--- config.mk ---
export PLATFORM = sky130hd
export DESIGN_NAME = ld_miss_queue
export DESIGN_NICKNAME = d
export VERILOG_FILES = /design/src/rtl/lmq_pkg.sv /design/src/rtl/lmq_slot_pool.sv /design/src/rtl/lmq_req_fifo.sv /design/src/rtl/ld_miss_queue.sv
export SDC_FILE = /design/constraint.sdc
export NUM_CORES = 1
export LEC_CHECK = 0
export ABC_CLOCK_PERIOD_IN_PS = 3900
export BUFFER_PORTS_ARGS = -buffer_cell sky130_fd_sc_hd__buf_2
export CAP_MARGIN = 10
export CELL_PAD_IN_SITES_DETAIL_PLACEMENT = 0
export CELL_PAD_IN_SITES_GLOBAL_PLACEMENT = 1
export CORE_ASPECT_RATIO = 0.75
export CORE_MARGIN = 8
export CORE_UTILIZATION = 40
export CTS_CLUSTER_DIAMETER = 200
export DETAILED_ROUTE_END_ITERATION = 8
export PLACE_DENSITY_LB_ADDON = 0.1
export SLEW_MARGIN = 0
export SYNTH_ARGS = -nofsm -noshare
export SYNTH_HDL_FRONTEND = slang
export SYNTH_SLANG_ARGS = --single-unit
--- constraint.sdc ---
create_clock -name clk -period 3.9 [get_ports clk]
set_clock_uncertainty 0.05 [all_clocks]
set_input_delay 0.585 -clock clk [delete_from_list [all_inputs] [get_ports clk]]
set_output_delay 0.585 -clock clk [all_outputs]
set_load 0.1 [all_outputs]
--- src/rtl/lmq_pkg.sv ---
`timescale 1ns/1ps
package lmq_pkg;
   typedef enum logic [1:0] {
      DRN_IDLE    = 2'd0,
      DRN_PRIMARY = 2'd1,
      DRN_WAITERS = 2'd2
   } drain_state_e;
endpackage

--- src/rtl/lmq_slot_pool.sv ---
`timescale 1ns/1ps
// Pool of SLOTS entries; insert takes the lowest free slot, delete frees by index.
module lmq_slot_pool #(
   parameter int unsigned SLOTS = 2,
   parameter int unsigned PW    = 8,
   localparam int unsigned IW   = (SLOTS > 1) ? $clog2(SLOTS) : 1
) (
   input  logic                  clk,
   input  logic                  rst_n,
   input  logic                  ins_en,
   input  logic [PW-1:0]         ins_data,
   input  logic                  del_en,
   input  logic [IW-1:0]         del_idx,
   output logic [SLOTS-1:0]      occ,
   output logic [SLOTS*PW-1:0]   data_flat,
   output logic                  full
);
   logic [SLOTS-1:0]    occ_q;
   logic [SLOTS*PW-1:0] data_q;
   logic [IW-1:0]       ins_idx;

   always_comb begin
      ins_idx = '0;
      for (int i = SLOTS - 1; i >= 0; i--) begin
         if (!occ_q[i]) ins_idx = IW'(i);
      end
   end

   always_ff @(posedge clk or negedge rst_n) begin
      if (!rst_n) begin
         occ_q  <= '0;
         data_q <= '0;
      end else begin
         for (int i = 0; i < SLOTS; i++) begin
            if (del_en && del_idx == IW'(i)) occ_q[i] <= 1'b0;
            if (ins_en && !full && ins_idx == IW'(i)) begin
               occ_q[i]            <= 1'b1;
               data_q[i*PW +: PW]  <= ins_data;
            end
         end
      end
   end

   assign occ       = occ_q;
   assign data_flat = data_q;
   assign full      = &occ_q;
endmodule

--- src/rtl/lmq_req_fifo.sv ---
`timescale 1ns/1ps
// Ordered queue of outgoing line requests.
module lmq_req_fifo #(
   parameter int unsigned DEPTH = 4,
   parameter int unsigned W     = 12,
   localparam int unsigned PTRW = (DEPTH > 1) ? $clog2(DEPTH) : 1,
   localparam int unsigned CNTW = $clog2(DEPTH + 1)
) (
   input  logic         clk,
   input  logic         rst_n,
   input  logic         push,
   input  logic [W-1:0] push_data,
   input  logic         pop,
   output logic         out_valid,
   output logic [W-1:0] out_data
);
   logic [W-1:0]    mem [DEPTH];
   logic [PTRW-1:0] rd_ptr, wr_ptr;
   logic [CNTW-1:0] cnt;
   logic            do_push, do_pop;

   function automatic logic [PTRW-1:0] bump(input logic [PTRW-1:0] p);
      return (p == PTRW'(DEPTH - 1)) ? '0 : p + PTRW'(1);
   endfunction

   assign out_valid = (cnt != '0);
   assign out_data  = mem[rd_ptr];
   assign do_pop    = pop && out_valid;
   assign do_push   = push && (cnt != CNTW'(DEPTH));

   always_ff @(posedge clk or negedge rst_n) begin
      if (!rst_n) begin
         rd_ptr <= '0;
         wr_ptr <= '0;
         cnt    <= '0;
         for (int i = 0; i < DEPTH; i++) mem[i] <= '0;
      end else begin
         if (do_push) begin
            mem[wr_ptr] <= push_data;
            wr_ptr      <= bump(wr_ptr);
         end
         if (do_pop) rd_ptr <= bump(rd_ptr);
         if (do_push && !do_pop)      cnt <= cnt + CNTW'(1);
         else if (do_pop && !do_push) cnt <= cnt - CNTW'(1);
      end
   end
endmodule

--- src/rtl/ld_miss_queue.sv ---
`timescale 1ns/1ps
module ld_miss_queue #(
   parameter int unsigned NT        = 2,
   parameter int unsigned DEPTH     = 2,
   parameter int unsigned AW        = 16,
   parameter int unsigned OFFW      = 4,
   parameter int unsigned TAGW      = 4,
   parameter int unsigned WBD       = 4,
   parameter int unsigned CNTW      = 8,
   parameter bit          STALL_SAT = 1'b1,
   localparam int unsigned TIDW     = (NT > 1) ? $clog2(NT) : 1,
   localparam int unsigned LW       = AW - OFFW
) (
   input  logic                 clk,
   input  logic                 rst_n,
   input  logic                 miss_valid,
   input  logic [TIDW-1:0]      miss_tid,
   input  logic [AW-1:0]        miss_addr,
   input  logic [TAGW-1:0]      miss_tag,
   output logic                 miss_ready,
   output logic [NT-1:0]        thread_full,
   output logic [NT*CNTW-1:0]   stall_count,
   output logic                 l2_req_valid,
   input  logic                 l2_req_ready,
   output logic [LW-1:0]        l2_req_line,
   input  logic                 fill_valid,
   input  logic [LW-1:0]        fill_line,
   output logic                 fill_ready,
   output logic                 wake_valid,
   output logic [TIDW-1:0]      wake_tid,
   output logic [AW-1:0]        wake_addr,
   output logic [TAGW-1:0]      wake_tag
);
   import lmq_pkg::*;

   localparam int unsigned BPW  = AW + TAGW;          // bank payload {addr, tag}
   localparam int unsigned WPW  = TIDW + AW + TAGW;   // wait payload {tid, addr, tag}
   localparam int unsigned BIW  = (DEPTH > 1) ? $clog2(DEPTH) : 1;
   localparam int unsigned WIW  = (WBD > 1) ? $clog2(WBD) : 1;
   localparam int unsigned WCW  = $clog2(WBD + 1);
   localparam int unsigned RQD  = NT * DEPTH;

   initial begin
      assert (NT >= 1) else $error("NT must be at least 1");
      assert (DEPTH >= 1 && DEPTH <= 8) else $error("DEPTH must be 1..8");
      assert (OFFW < AW) else $error("OFFW must be below AW");
      assert (WBD >= 1) else $error("WBD must be at least 1");
      assert (TAGW >= 1 && CNTW >= 1) else $error("TAGW and CNTW must be nonzero");
   end

   drain_state_e    st_q;
   logic [LW-1:0]   fill_line_q;
   logic [LW-1:0]   miss_line;
   assign miss_line = miss_addr[AW-1:OFFW];

   // ---------------- per-thread primary banks ----------------
   logic [DEPTH-1:0]     bank_occ  [NT];
   logic [DEPTH*BPW-1:0] bank_data [NT];
   logic [NT-1:0]        bank_ins, bank_del;
   logic [BIW-1:0]       bank_del_idx;

   for (genvar t = 0; t < NT; t++) begin : g_thr
      logic [CNTW-1:0] stall_q;
      logic            stall_hit;

      lmq_slot_pool #(.SLOTS(DEPTH), .PW(BPW)) u_bank (
         .clk       (clk),
         .rst_n     (rst_n),
         .ins_en    (bank_ins[t]),
         .ins_data  ({miss_addr, miss_tag}),
         .del_en    (bank_del[t]),
         .del_idx   (bank_del_idx),
         .occ       (bank_occ[t]),
         .data_flat (bank_data[t]),
         .full      (thread_full[t])
      );

      assign stall_hit = miss_valid && (miss_tid == TIDW'(t)) && thread_full[t];

      if (STALL_SAT) begin : g_sat
         always_ff @(posedge clk or negedge rst_n) begin
            if (!rst_n)                         stall_q <= '0;
            else if (stall_hit && stall_q != '1) stall_q <= stall_q + CNTW'(1);
         end
      end else begin : g_wrap
         always_ff @(posedge clk or negedge rst_n) begin
            if (!rst_n)         stall_q <= '0;
            else if (stall_hit) stall_q <= stall_q + CNTW'(1);
         end
      end

      assign stall_count[t*CNTW +: CNTW] = stall_q;
   end

   // ---------------- shared wait buffer ----------------
   logic [WBD-1:0]     wb_occ;
   logic [WBD*WPW-1:0] wb_data;
   logic               wb_full, wb_ins, wb_del;
   logic [WIW-1:0]     wb_del_idx;

   lmq_slot_pool #(.SLOTS(WBD), .PW(WPW)) u_wait (
      .clk       (clk),
      .rst_n     (rst_n),
      .ins_en    (wb_ins),
      .ins_data  ({miss_tid, miss_addr, miss_tag}),
      .del_en    (wb_del),
      .del_idx   (wb_del_idx),
      .occ       (wb_occ),
      .data_flat (wb_data),
      .full      (wb_full)
   );

   // ---------------- line compares ----------------
   logic            dup, sel_full, tid_ok;
   logic            fm_any;
   logic [TIDW-1:0] fm_tid;
   logic [BIW-1:0]  fm_idx;
   logic [BPW-1:0]  fm_pay;

   always_comb begin
      dup = 1'b0; fm_any = 1'b0; fm_tid = '0; fm_idx = '0; fm_pay = '0; sel_full = 1'b0;
      for (int t = 0; t < NT; t++) begin
         if (miss_tid == TIDW'(t)) sel_full = thread_full[t];
         for (int i = 0; i < DEPTH; i++) begin
            if (bank_occ[t][i]) begin
               if (bank_data[t][i*BPW + TAGW + OFFW +: LW] == miss_line) dup = 1'b1;
               if (!fm_any && bank_data[t][i*BPW + TAGW + OFFW +: LW] == fill_line_q) begin
                  fm_any = 1'b1;
                  fm_tid = TIDW'(t);
                  fm_idx = BIW'(i);
                  fm_pay = bank_data[t][i*BPW +: BPW];
               end
            end
         end
      end
   end

   logic [WCW-1:0] wm_cnt;
   logic           wm_any;
   logic [WPW-1:0] wm_pay;

   always_comb begin
      wm_cnt = '0; wm_any = 1'b0; wb_del_idx = '0; wm_pay = '0;
      for (int i = 0; i < WBD; i++) begin
         if (wb_occ[i] && wb_data[i*WPW + TAGW + OFFW +: LW] == fill_line_q) begin
            wm_cnt = wm_cnt + WCW'(1);
            if (!wm_any) begin
               wm_any     = 1'b1;
               wb_del_idx = WIW'(i);
               wm_pay     = wb_data[i*WPW +: WPW];
            end
         end
      end
   end

   // ---------------- miss acceptance ----------------
   logic acc;
   assign tid_ok     = ({1'b0, miss_tid} < (TIDW+1)'(NT));
   assign miss_ready = (st_q == DRN_IDLE) && tid_ok && !sel_full && !(dup && wb_full);
   assign acc        = miss_valid && miss_ready;
   assign wb_ins     = acc && dup;

   always_comb begin
      for (int t = 0; t < NT; t++) begin
         bank_ins[t] = acc && !dup && (miss_tid == TIDW'(t));
         bank_del[t] = (st_q == DRN_PRIMARY) && fm_any && (fm_tid == TIDW'(t));
      end
   end
   assign bank_del_idx = fm_idx;
   assign wb_del       = (st_q == DRN_WAITERS) && wm_any;

   lmq_req_fifo #(.DEPTH(RQD), .W(LW)) u_req (
      .clk       (clk),
      .rst_n     (rst_n),
      .push      (acc && !dup),
      .push_data (miss_line),
      .pop       (l2_req_ready),
      .out_valid (l2_req_valid),
      .out_data  (l2_req_line)
   );

   // ---------------- fill drain ----------------
   assign fill_ready = (st_q == DRN_IDLE);

   always_ff @(posedge clk or negedge rst_n) begin
      if (!rst_n) begin
         st_q        <= DRN_IDLE;
         fill_line_q <= '0;
      end else begin
         case (st_q)
            DRN_IDLE: if (fill_valid) begin
               st_q        <= DRN_PRIMARY;
               fill_line_q <= fill_line;
            end
            DRN_PRIMARY: st_q <= (wm_cnt != '0) ? DRN_WAITERS : DRN_IDLE;
            DRN_WAITERS: if (wm_cnt <= WCW'(1)) st_q <= DRN_IDLE;
            default:     st_q <= DRN_IDLE;
         endcase
      end
   end

   always_comb begin
      wake_valid = 1'b0;
      wake_tid   = '0;
      wake_addr  = '0;
      wake_tag   = '0;
      if (st_q == DRN_PRIMARY) begin
         wake_valid = fm_any;
         wake_tid   = fm_tid;
         wake_addr  = fm_pay[TAGW +: AW];
         wake_tag   = fm_pay[TAGW-1:0];
      end else if (st_q == DRN_WAITERS) begin
         wake_valid = wm_any;
         wake_tid   = wm_pay[TAGW + AW +: TIDW];
         wake_addr  = wm_pay[TAGW +: AW];
         wake_tag   = wm_pay[TAGW-1:0];
      end
   end
endmodule

; ---- Word level (Yosys, flattened, before mapping)
; Cells that the tools add are included.
; Widths: inputs -> output; s select.
[op_classes]
add_sub_neg = 9
muxes = 102
n_reduce_logical = 79
order_cmp = 4
bitwise_logic = 7
n_eq_ne = 27
[ops]
columns = operator, n
row1 = $mux 20, 8
row2 = $mux 21, 7
row3 = $eq 12x12->1, 12
row4 = $mux 1, 58
row5 = $logic_and 1x1->1, 49
row6 = $bwmux 48, 1
row7 = $mux 12, 3
row8 = $mux 16, 2
row9 = $mux 2, 13
row10 = $bmux 12 s2, 1
row11 = $demux 12 s2, 1
row12 = $reduce_bool 2->1, 9
row13 = $add 8x1->8 const B, 2
row14 = $ne 8x8->1 const B, 2
row15 = $mux 3, 5
row16 = $eq 2x2->1 const B, 7
row17 = $add 3x1->3 const B, 4
row18 = $logic_not 1->1, 11
row19 = $mux 4, 2
row20 = $reduce_and 2->1, 4
row21 = $eq 2x1->1 const B, 3
row22 = $ge 3x3->1 const B, 2
row23 = $logic_not 2->1, 3
row24 = $not 2->3, 2
row25 = other kinds (11), 17
[totals]
elab_cells = 255
register_bits = 257
out_inout_bits = 55
in_bits = 38

; ---- Depth between registers and ports, before layout
; Gate-level depths: netlist of run 1.
[depth]
depth_word = 20
mapped_depth = 14
mapped_depth_nobuf = 11

; ---- Hierarchy
; From an unflattened synthesis of run 1, not the netlist that was laid out.
[unflattened]
cells_unflattened = 1197
hier_area_um2 = 14193.6
[modules_own_cells]
columns = mod, area_each_um2, seq_area_each_um2, cells_each, instances
row1 = ld_miss_queue, 5022.3, 750.7, 658, 1
row2 = lmq_slot_pool (g_thr[0].u_bank ...), 1672.9, 1051.0, 93, 2
row3 = lmq_slot_pool (u_wait), 3311.9, 2202.1, 198, 1
row4 = lmq_req_fifo, 2513.7, 1376.3, 155, 1

; ---- Least setup slack after synthesis of run 1
; Ideal clock, no wire load.
[synth_timing]
path_kind = reg-to-output
start = register st_q[0]
end = output miss_ready
path_stages_with_launch = 4
n_path_buf = 0
required_time_ps = 3265
t_arrival_ps = 3599
slack_ps = -334
path_cell_list = dfrtp_1 > nor2_1 > o211ai_1 > a31oi_1
[synth_via]
elab_chain_len = 3
[synth_lines]
columns = item, line
row1 = start: declaration, ld_miss_queue.sv:51  ; drain_state_e st_q;
row2 = start signal: assignment, ld_miss_queue.sv:195  ; DRN_PRIMARY: st_q <= (wm_cnt != '0) ? DRN_WAITERS : DRN_IDLE;
row3 = $logic_not 2->1, --
row4 = net fill_ready, ld_miss_queue.sv:28  ; output logic fill_ready,
row5 = $logic_and 1x1->1 (2 in a row), ld_miss_queue.sv:159  ; assign miss_ready = (st_q == DRN_IDLE) && tid_ok && !sel_full && !(dup && wb_full);
row6 = end: declaration, ld_miss_queue.sv:20  ; output logic miss_ready,
; The timed path passes the listed nets, and every way through them passes these cells.

; ---- Worst setup path in the final report of run 1
[layout_timing]
start = register fill_line_q[1]
end = output wake_addr[10]
[layout_via]
elab_chain_len = 16
word_cells_on_any_way = 44
cone_classes = eq/ne: 8 / mux: 26 / reduce/logical: 10
[layout_lines]
columns = item, line
row1 = start: declaration, ld_miss_queue.sv:52  ; logic [LW-1:0] fill_line_q;
row2 = start signal: assignment, ld_miss_queue.sv:193  ; fill_line_q <= fill_line;
row3 = $eq 12x12->1, ld_miss_queue.sv:127  ; if (!fm_any && bank_data[t][i*BPW + TAGW + OFFW +: LW] == fill_line_q) begin
row4 = $mux 1, ld_miss_queue.sv:127
row5 = $mux 1, ld_miss_queue.sv:125  ; if (bank_occ[t][i]) begin
row6 = $logic_not 1->1, ld_miss_queue.sv:127
row7 = $logic_and 1x1->1, ld_miss_queue.sv:127
row8 = $mux 1, ld_miss_queue.sv:127
row9 = $mux 1, ld_miss_queue.sv:125
row10 = $logic_not 1->1, ld_miss_queue.sv:127
row11 = $logic_and 1x1->1, ld_miss_queue.sv:127
row12 = $mux 1, ld_miss_queue.sv:127
row13 = $mux 1, ld_miss_queue.sv:125
row14 = $logic_not 1->1, ld_miss_queue.sv:127
row15 = $logic_and 1x1->1, ld_miss_queue.sv:127
row16 = $mux 20, ld_miss_queue.sv:127
row17 = $mux 20, ld_miss_queue.sv:125
row18 = $mux 16 (*), ld_miss_queue.sv:207  ; if (st_q == DRN_PRIMARY) begin
row19 = end: declaration, ld_miss_queue.sv:31  ; output logic [AW-1:0] wake_addr,
; Every way passes the cells marked *; elsewhere a longest branch is shown, timed or not.

==> results of run 1 <==
-- cells in the final DEF (no fill, tap or decap), drive strengths merged, types with 5 or more instances in the layout --
cell type and n:
and3 5, mux2 231, dfrtp 257, o21ai 7, ha 13, nor2 35
a21o 5, buf 197, inv 17, nor3 10, a22o 19, a21oi 40
a2111o 18, nand4 28, nand3 65, xor2 9, mux4 12, or4 7
clkbuf 40, xnor2 153, a211oi 20, nand2b 9, nand2 51, nor4 17
clkinv 6
-- state kept, by name, indices dropped and copies added (netlist names) --
register	cells
u_req.rd_ptr	2
st_q	2
g_thr.u_bank.data_flat	80
u_wait.data_flat	84
g_thr.u_bank.occ	4
u_req.cnt	3
g_thr.stall_q	16
u_req.mem	48
u_wait.occ	4
fill_line_q	12
u_req.wr_ptr	2
-- through the flow --
| stage | area [sq um] | power [W] | setup TNS (ns) |
|---|---|---|---|
| 2_1_floorplan | 13900 | 0.00647 | -0.0198 |
| 3_3_place_gp | 15400 | 0.00719 | 0 |
| 3_5_place_dp | 15400 | 0.00722 | 0 |
| 4_1_cts | 16800 | 0.00998 | -1.87 |
| 5_1_grt | 17100 | 0.0104 | -4.03 |
| 6_report | 17200 | 0.00991 | -1.43 |
-- metal layers --
layer | share of wire | up-vias
li1 | - | 4426
met1 | 0.50 | 5097
met2 | 0.42 | 264
met3 | 0.059 | 53
met4 | 0.016 | 0
met5 | 0 | -
-- path summary, 6_finish.rpt --
check                                                       endpoint  slack, ns                                       from  cells after the start
setup / recovery                                       wake_addr[10]      -0.12                 fill_line_q[1]$_DFFE_PN0P_                     13
hold / removal             g_thr[1].u_bank.data_flat[22]$_DFFE_PN0P_      -0.02                                      rst_n                      1
setup reg to reg                           u_wait.occ[0]$_DFFE_PN0P_      -0.11                 fill_line_q[4]$_DFFE_PN0P_                     25
hold reg to reg            g_thr[0].u_bank.data_flat[22]$_DFFE_PN0P_       0.44  g_thr[0].u_bank.data_flat[22]$_DFFE_PN0P_                      1
max in group asynchronous                  u_req.mem[30]$_DFFE_PN0P_       2.99                                      rst_n                      2
min in group clk                          fill_line_q[1]$_DFFE_PN0P_       0.21                               fill_line[1]                      2
-- power by group through the flow --
stage	Clock, W	Combinational (W)	Sequential (W)
floorplan	0	0.00249	0.00397
global placement	0	0.00333	0.00386
detailed placement	0	0.00335	0.00387
CTS	0.00276	0.00338	0.00384
global route	0.00286	0.00359	0.00394
finish	0.00269	0.00338	0.00384
-- cell type report --
type	count	area, sq um
diodes	1	2.50
clock buffers	40	817
clock inverters	8	90.1
fillers	3128	17300
inverters	17	63.8
multi-input cells	794	7440
flip-flops and latches	257	6440
well taps	457	572
repair buffers	197	1730
-- what timing repair did --
item | CTS | global route
resized for setup | 73 | 52
setup buffers | 32 | 12
gates cloned | 1 | 0
pin swaps | 30 | 34
setup endpoints to repair | 21 | 24
-- cells by family (layout without fill, tap and decap cells) --
family | count (synthesis) | count (layout) | synth area share
simple gates | 245 | 245 | 0.0987
flops | 257 | 257 | 0.464
other cells | 0 | 1 | 0
compound gates | 127 | 127 | 0.0683
fa+ha+maj | 14 | 14 | 0.0132
mux | 246 | 246 | 0.214
buf+inv | 110 | 262 | 0.0389
xor+xnor | 162 | 162 | 0.102
==> flow_summary.toml, run 1 <==
[timing]
whs_ns = -0.0180
final_hold_viol_count = 5
grt_setup_unrepaired = "true"
setup-violations-final = 21
worst_pin_slew_ns = 0.890
min_period_over_period = 1.03
setup_ws_ns = -0.117
timing.final.crit_period_ns = 4.02
relSlewSlack = 0.407
fmax_ghz = 0.249
drv_slew = 0

[critical_path]
required_ns = 3.26
path_class = "flip-flop to output pin"
worstPathArrival_ns = 3.38
setup.worst_path.end_class = "output pin"
worstPathMaxFanout = 8
cp-start-kind = "flip-flop"
worst_path_max_delay_cell = "or4_4"
cp_cell_sequence = "buf_6 -> xnor2_2 -> nand2_2 -> nor4_4 -> inv_2 -> ha_4 -> nand3_2 -> or4_4 -> o21ai_4 -> buf_6 -> a211oi_2 -> a2111o_1 -> buf_12"
crit_buf_inv = 4
worst_path_largest_cell_delay_ns = 0.54
crit_family = "simple AND/OR/NAND/NOR gates"
cp_common_cell = "buf_6"

[synthesis]
synth_edf_count = 0
netlist.area_leader.share = 0.464
yosysMostFrequentCell = "dfrtp_1"
yosysSeqAreaShare = 0.464
ys.warnings.count = 0
avgSynthCellArea_sq_um = 11.9
synth_area_sq_um = 13900
synth.area.top_cells = "dfrtp_1, mux2_2, xnor2_1, mux2_1, nand3_1"
synthFlopType = "dfrtp_1"
ys_top_cells_by_count = "dfrtp_1, mux2_2, xnor2_1, nand3_1, nand2_1"
syn_inst = 1161
ys_ff_latch = 257
yosysUniqueCellTypes = 61
synthArstFlopShare = 1.00
yosys.area.top_type = "dfrtp_1"
synth_nets = 1213

[cts]
cts_buffers = 29
root_buffer = "clkbuf_16"
clk_pin_slew_worst_paths_ns = 0.06
clock-sinks = 257
clk-insertion-delay-late_ns = 0.56
cts_hold_buf = 0
clockBufferDepth = 3
ctsHtreeMaxLevel = 1
cts_tree = "built"

[drt]
viasPerCell = 5.56
wl_um = 43300
drt_iter0_drc = 862
drt_pass1_iterations = 5
route.detailed.drc = 0
avgRoutedWirePerCell_um = 24.4
ant_nets = 0
vias = 9840

[pwr]
p_per_area_nw_per_um2 = 578
irDropWorstVdd_v = 0.000700
pwr-share-seq = 0.387
p_sw_w = 0.00391
combPwrFrac = 0.341
clock_power_share = 0.272
intPower_w = 0.00601
sw_frac_of_total = 0.394
leakage_nw = 7.51

[grt]
grt_pass1_wl_um = 66100
busiest_layer = "met1"
antenna_found_initial = 0
use_met2 = 0.305
track_usage = 0.211
grt_pass1_vias = 10146
grtUsageMet1 = 0.325
grtUsageMet3 = 0.0378
grt_max_degree = 85
overflow = 0

[placed_design]
dp_hpwl_um = 30900
gp_routability_congestion = 0.842
pre_cts_slack_ns = 0.0964
port_buffers = 92
dp_cells = 1683

[min_path]
hold_class = "input port to asynchronous set/reset pin"

[outcome]
violations = "negative hold slack, negative setup slack"
status = "finished with violations"

[layout]
fin_nets = 1348
drive_gt1_frac = 0.424
final_cells = 1771
area_delta_synth_final_pct = 23.7
post-route-util = 0.499

[floorplanning]
die_area_sq_um = 40900
start_util = 0.403
core_area_sq_um = 34400
rows = 59
die_h_um = 177
die-width_um = 231
top_level_ports = 93

[run]
drv_cap = 0
(Power assumes the default switching activity.)
==> run 2, diff against run 1 <==
- PLACE_DENSITY: default -> 0.77
- PLACE_DENSITY_LB_ADDON: 0.1 -> default
- SETUP_SLACK_MARGIN: default -> 0.3
==> flow_summary.toml, run 2 (same netlist as run 1, synthesis figures left out) <==
[timing]
worst_pin_slew_ns = 0.949
grt_setup_unrepaired = "true"
fmax_ghz = 0.248
setup-violations-final = 21
setup_ws_ns = -0.140
min_period_over_period = 1.04
final_hold_viol_count = 0
timing.final.crit_period_ns = 4.04
drv_slew = 0
relSlewSlack = 0.367

[drt]
avgRoutedWirePerCell_um = 22.7
drt_pass1_iterations = 5
wl_um = 39800
vias = 9937
drt_iter0_drc = 766
route.detailed.drc = 0
ant_nets = 0
viasPerCell = 5.68

[grt]
grt_max_degree = 114
grt_pass1_wl_um = 62500
grt_pass1_vias = 10243
track_usage = 0.194
antenna_found_initial = 0
overflow = 0

[layout]
largest_register_ffs = 84
fillCellCount = 3049
final_common_cell = "dfrtp_1"
register_area_sq_um = 6440
area_delta_synth_final_pct = 21.9
drive_gt1_frac = 0.417
post-route-util = 0.491
fin_nets = 1324
postLayoutCellArea_sq_um = 16900
multi_input_area_sq_um = 7360
antenna-diode-count = 0
final_cell_mix = "dfrtp_1, mux2_2, xnor2_1"

[cts]
root_buffer = "clkbuf_16"
cts_hold_buf = 0
clk_pin_slew_worst_paths_ns = 0.06
clockBufferDepth = 3
clock-sinks = 257
cts_buffers = 28
ctsHtreeMaxLevel = 1
cts_tree = "built"
clk-insertion-delay-late_ns = 0.56

[min_path]
hold_class = "input port to asynchronous set/reset pin"

[critical_path]
startpoint = "u_wait.data_flat[36]$_DFFE_PN0P_"
worstReg2RegEnd = "st_q[1]$_DFFE_PN0P_"
worstPathMaxFanout = 7
setup.worst_path.end_class = "output pin"
reg2reg_setup_slack_ns = 0.66
cp-start-kind = "flip-flop"
critPathCapture = "wake_addr[10]"
required_ns = 3.26
worstPathArrival_ns = 3.40
reg2regPathDepth = 14
r2r_start = "u_wait.data_flat[36]$_DFFE_PN0P_"
path_class = "flip-flop to output pin"

[outcome]
status = "finished with violations"
violations = "negative setup slack"

[floorplanning]
top_level_ports = 93
start_util = 0.403
core_area_sq_um = 34400
rows = 59
die_h_um = 177
die_area_sq_um = 40900
die-width_um = 231

[pwr]
leakage_nw = 7.39
combPwrFrac = 0.337
clock_power_share = 0.279
irDropWorstVdd_v = 0.000526
pwr-share-seq = 0.384
p_sw_w = 0.00392
p_per_area_nw_per_um2 = 593
sw_frac_of_total = 0.392
intPower_w = 0.00609

[placed_design]
port_buffers = 92
dpl_cell_area_sq_um = 15300
gp_routability_congestion = 0.877
dp_hpwl_um = 28300

[run]
drv_cap = 0
## run 2: cell count changes in the layout (fill, tap and decap cells not counted), sizes merged
cell,previous run,this run
clkinv,6,5
clkbuf,40,44
diode,1,0
and4,3,4
buf,197,173
inv,17,18
## run 2: how the worst min path moves through the flow
stage	from	end	slack [ns]
floorplan	rst_n	fill_line_q[0]$_DFFE_PN0P_	0.24
global placement	g_thr[0].u_bank.data_flat[23]$_DFFE_PN0P_	g_thr[0].u_bank.data_flat[23]$_DFFE_PN0P_	0.42
detailed placement	g_thr[0].u_bank.data_flat[21]$_DFFE_PN0P_	g_thr[0].u_bank.data_flat[21]$_DFFE_PN0P_	0.42
CTS	rst_n	g_thr[1].stall_q[2]$_DFFE_PN0P_	0.09
global route	rst_n	g_thr[1].stall_q[2]$_DFFE_PN0P_	0.10
finish	rst_n	g_thr[1].stall_q[2]$_DFFE_PN0P_	0.009
## run 2: layout make-up
| class | count | share of cell area |
|---|---|---|
| multi-input combinational | 795 | 0.436 |
| sequential | 257 | 0.381 |
| timing repair buffer | 173 | 0.0878 |
| clock buffer | 44 | 0.0515 |
| tap | 457 | 0.0338 |
| clock inverter | 8 | 0.00637 |
| inverter | 17 | 0.00378 |
## run 2: critical path: stages (launching register included)
cell and delay (ns):
dfrtp_1 0.42, xnor2_2 0.21, nand4_1 0.20, nor4_4 0.33, inv_2 0.09, ha_4 0.17
and3_4 0.18, nand4_1 0.21, buf_4 0.21, nor2_1 0.06, a211oi_2 0.37, a2111o_2 0.20
buf_12 0.18
## run 2: repair_timing
item                       4_1_cts  5_1_grt
pin swaps                       21       21
setup endpoints to repair       22       22
cloned                           2        0
resized for setup               61       17
setup buffers                   17       10
## run 2: metrics by stage
step | hold WS, ns | setup WS (ns) | instances | total power [W] | setup TNS (ns)
after detailed placement | 0.425 | 0.0702 | 1670 | 0.00723 | 0
final | 0.00908 | -0.140 | 1751 | 0.0100 | -1.73
after floorplan | 0.239 | 0.300 | 1161 | 0.00651 | 0
after global placement | 0.417 | 0.0989 | 1670 | 0.00715 | 0
after CTS | 0.0932 | -0.103 | 1741 | 0.0101 | -1.43
after global routing | 0.104 | -0.231 | 1751 | 0.0105 | -4.03
## run 2: per-layer routing
metal	GRT usage	wire length (um)	vias to the layer above
met4	0.0480	840	0
met3	0.0468	3390	59
met2	0.279	17000	364
met1	0.289	18600	5116
met5	0	0	-
li1	-	-	4398
## run 2: power by group through the flow
stage               Combinational (W)  Sequential (W)  Clock [W]
finish                        0.00337         0.00384    0.00280
global route                  0.00355         0.00394    0.00296
CTS                           0.00339         0.00384    0.00287
detailed placement            0.00336         0.00388          0
global placement              0.00330         0.00385          0
floorplan                     0.00253         0.00398          0
==> run 3, diff against run 2 <==
- CORE_MARGIN: 8 -> 3
==> flow_summary.toml, run 3 (same netlist as run 1, synthesis figures left out) <==
[pwr]
p_sw_w = 0.00390
leakage_nw = 7.35
irDropWorstVdd_v = 0.000558
total_power_w = 0.0101
intPower_w = 0.00619
p_per_area_nw_per_um2 = 597
sw_frac_of_total = 0.387
combPwrFrac = 0.332
pwr-share-seq = 0.384
clock_power_share = 0.284

[critical_path]
worst_path_largest_cell_delay_ns = 0.43
r2r_start = "g_thr[0].u_bank.data_flat[9]$_DFFE_PN0P_"
required_ns = 3.26
path_class = "flip-flop to output pin"
crit_buf_inv = 3
crit_family = "simple AND/OR/NAND/NOR gates"
setup.worst_path.end_class = "output pin"
worst_path_max_delay_cell = "dfrtp_1"
worstPathArrival_ns = 3.36
cp_cell_sequence = "xnor2_1 -> nand4_1 -> nor4_4 -> inv_2 -> ha_4 -> and3_4 -> nand4_1 -> buf_4 -> nor2_1 -> a211oi_1 -> a2111o_2 -> buf_12"
startpoint = "fill_line_q[1]$_DFFE_PN0P_"
cp_common_cell = "nand4_1"
worstPathMaxFanout = 9
cp-start-kind = "flip-flop"

[layout]
final_common_cell = "dfrtp_1"
drive_gt1_frac = 0.414
fin_nets = 1316
antenna-diode-count = 0
area_delta_synth_final_pct = 21.9
final_cells = 1734
register_area_sq_um = 6450
final_cell_mix = "dfrtp_1, mux2_2, xnor2_1"
largest_register_ffs = 84
fillCellCount = 3018
post-route-util = 0.500
multi_input_area_sq_um = 7360

[drt]
viasPerCell = 5.71
avgRoutedWirePerCell_um = 22.8
drt_pass1_iterations = 5
ant_nets = 0
vias = 9904
drt_iter0_drc = 829
wl_um = 39500
route.detailed.drc = 0

[cts]
cts_tree = "built"
cts_buffers = 28
clk-insertion-delay-late_ns = 0.55
clock-sinks = 257
ctsHtreeMaxLevel = 1
root_buffer = "clkbuf_16"
clockBufferDepth = 3
clk_pin_slew_worst_paths_ns = 0.06

[grt]
grt_pass1_vias = 9966
antenna_found_initial = 1
grt_pass1_wl_um = 61700
overflow = 0
track_usage = 0.210
grt_max_degree = 84

[floorplanning]
rows = 58
start_util = 0.410
die_area_sq_um = 36900
core_area_sq_um = 33800
top_level_ports = 93
die_h_um = 167
die-width_um = 221

[timing]
final_hold_viol_count = 0
setup-violations-final = 18
drv_slew = 0
min_period_over_period = 1.02
setup_ws_ns = -0.0968
grt_setup_unrepaired = "true"
fin_setup_tns_ns = -0.904
relSlewSlack = 0.385
whs_ns = 0.223
worst_pin_slew_ns = 0.923
fmax_ghz = 0.250
timing.final.crit_period_ns = 4.00

[placed_design]
dp_cells = 1659
gp_routability_congestion = 0.931
port_buffers = 92
dp_hpwl_um = 28300

[outcome]
status = "finished with violations"
violations = "negative setup slack"

[min_path]
hold_class = "input port to flip-flop"
hp-start = "fill_line[1]"

[run]
drv_cap = 0
## run 3: changes by cell type in the layout (fill, tap and decap cells not counted), moves of 6 or more
| cell | before | now |
|---|---|---|
| dfrtp_1 | 251 | 243 |
| dfrtp_2 | 6 | 14 |
| buf_4 | 69 | 62 |
| a21oi_1 | 31 | 25 |
## run 3: per-stage QoR
step	instance area [sq um]	worst slack (ns)
finish	16900	-0.0968
global route	16900	-0.210
CTS	16700	-0.0890
detailed placement	15300	0.169
global placement	15300	0.178
floorplan	14100	0.300
## run 3: layout make-up
class,instances,area share
Sequential cell,257,0.382
Clock buffer,40,0.0501
Inverter,17,0.00378
Tap cell,450,0.0333
Multi-Input combinational cell,794,0.436
Timing Repair Buffer,166,0.0863
Clock inverter,10,0.00911
## run 3: metal layers
metal	global-route usage	share of wire	wire, um	up-vias
li1	-	-	-	4378
met2	0.307	0.43	17200	350
met1	0.327	0.48	18800	5120
met3	0.0398	0.070	2770	56
met5	0	0	0	-
met4	0.0392	0.020	776	0
## run 3: worst paths after layout
kind	endpoint	slack, ns	depth (start not counted)
max	wake_addr[9]	-0.1	12
min in group asynchronous	g_thr[0].stall_q[7]$_DFFE_PN0P_	0.52	2
min reg2reg	u_wait.data_flat[25]$_DFFE_PN0P_	0.44	1
min	fill_line_q[1]$_DFFE_PN0P_	0.22	2
max in group asynchronous	u_req.mem[16]$_DFFE_PN0P_	2.22	3
max reg2reg	u_req.cnt[2]$_DFFE_PN0P_	0.73	11
## run 3: power by group through the flow
stage	logic, W	clock network [W]	registers (W)
2_1_floorplan	0.00253	0	0.00398
3_3_place_gp	0.00327	0	0.00388
3_5_place_dp	0.00332	0	0.00390
4_1_cts	0.00336	0.00292	0.00387
5_1_grt	0.00354	0.00304	0.00397
6_report	0.00335	0.00287	0.00388
## run 3: what timing repair did
action,CTS,global route
setup buffers,16,6
pin swaps,20,20
cloned,0,2
resized for setup,56,29
setup endpoints to repair,22,22
hold buffers,1,0
endpoints found under the hold margin,63,0
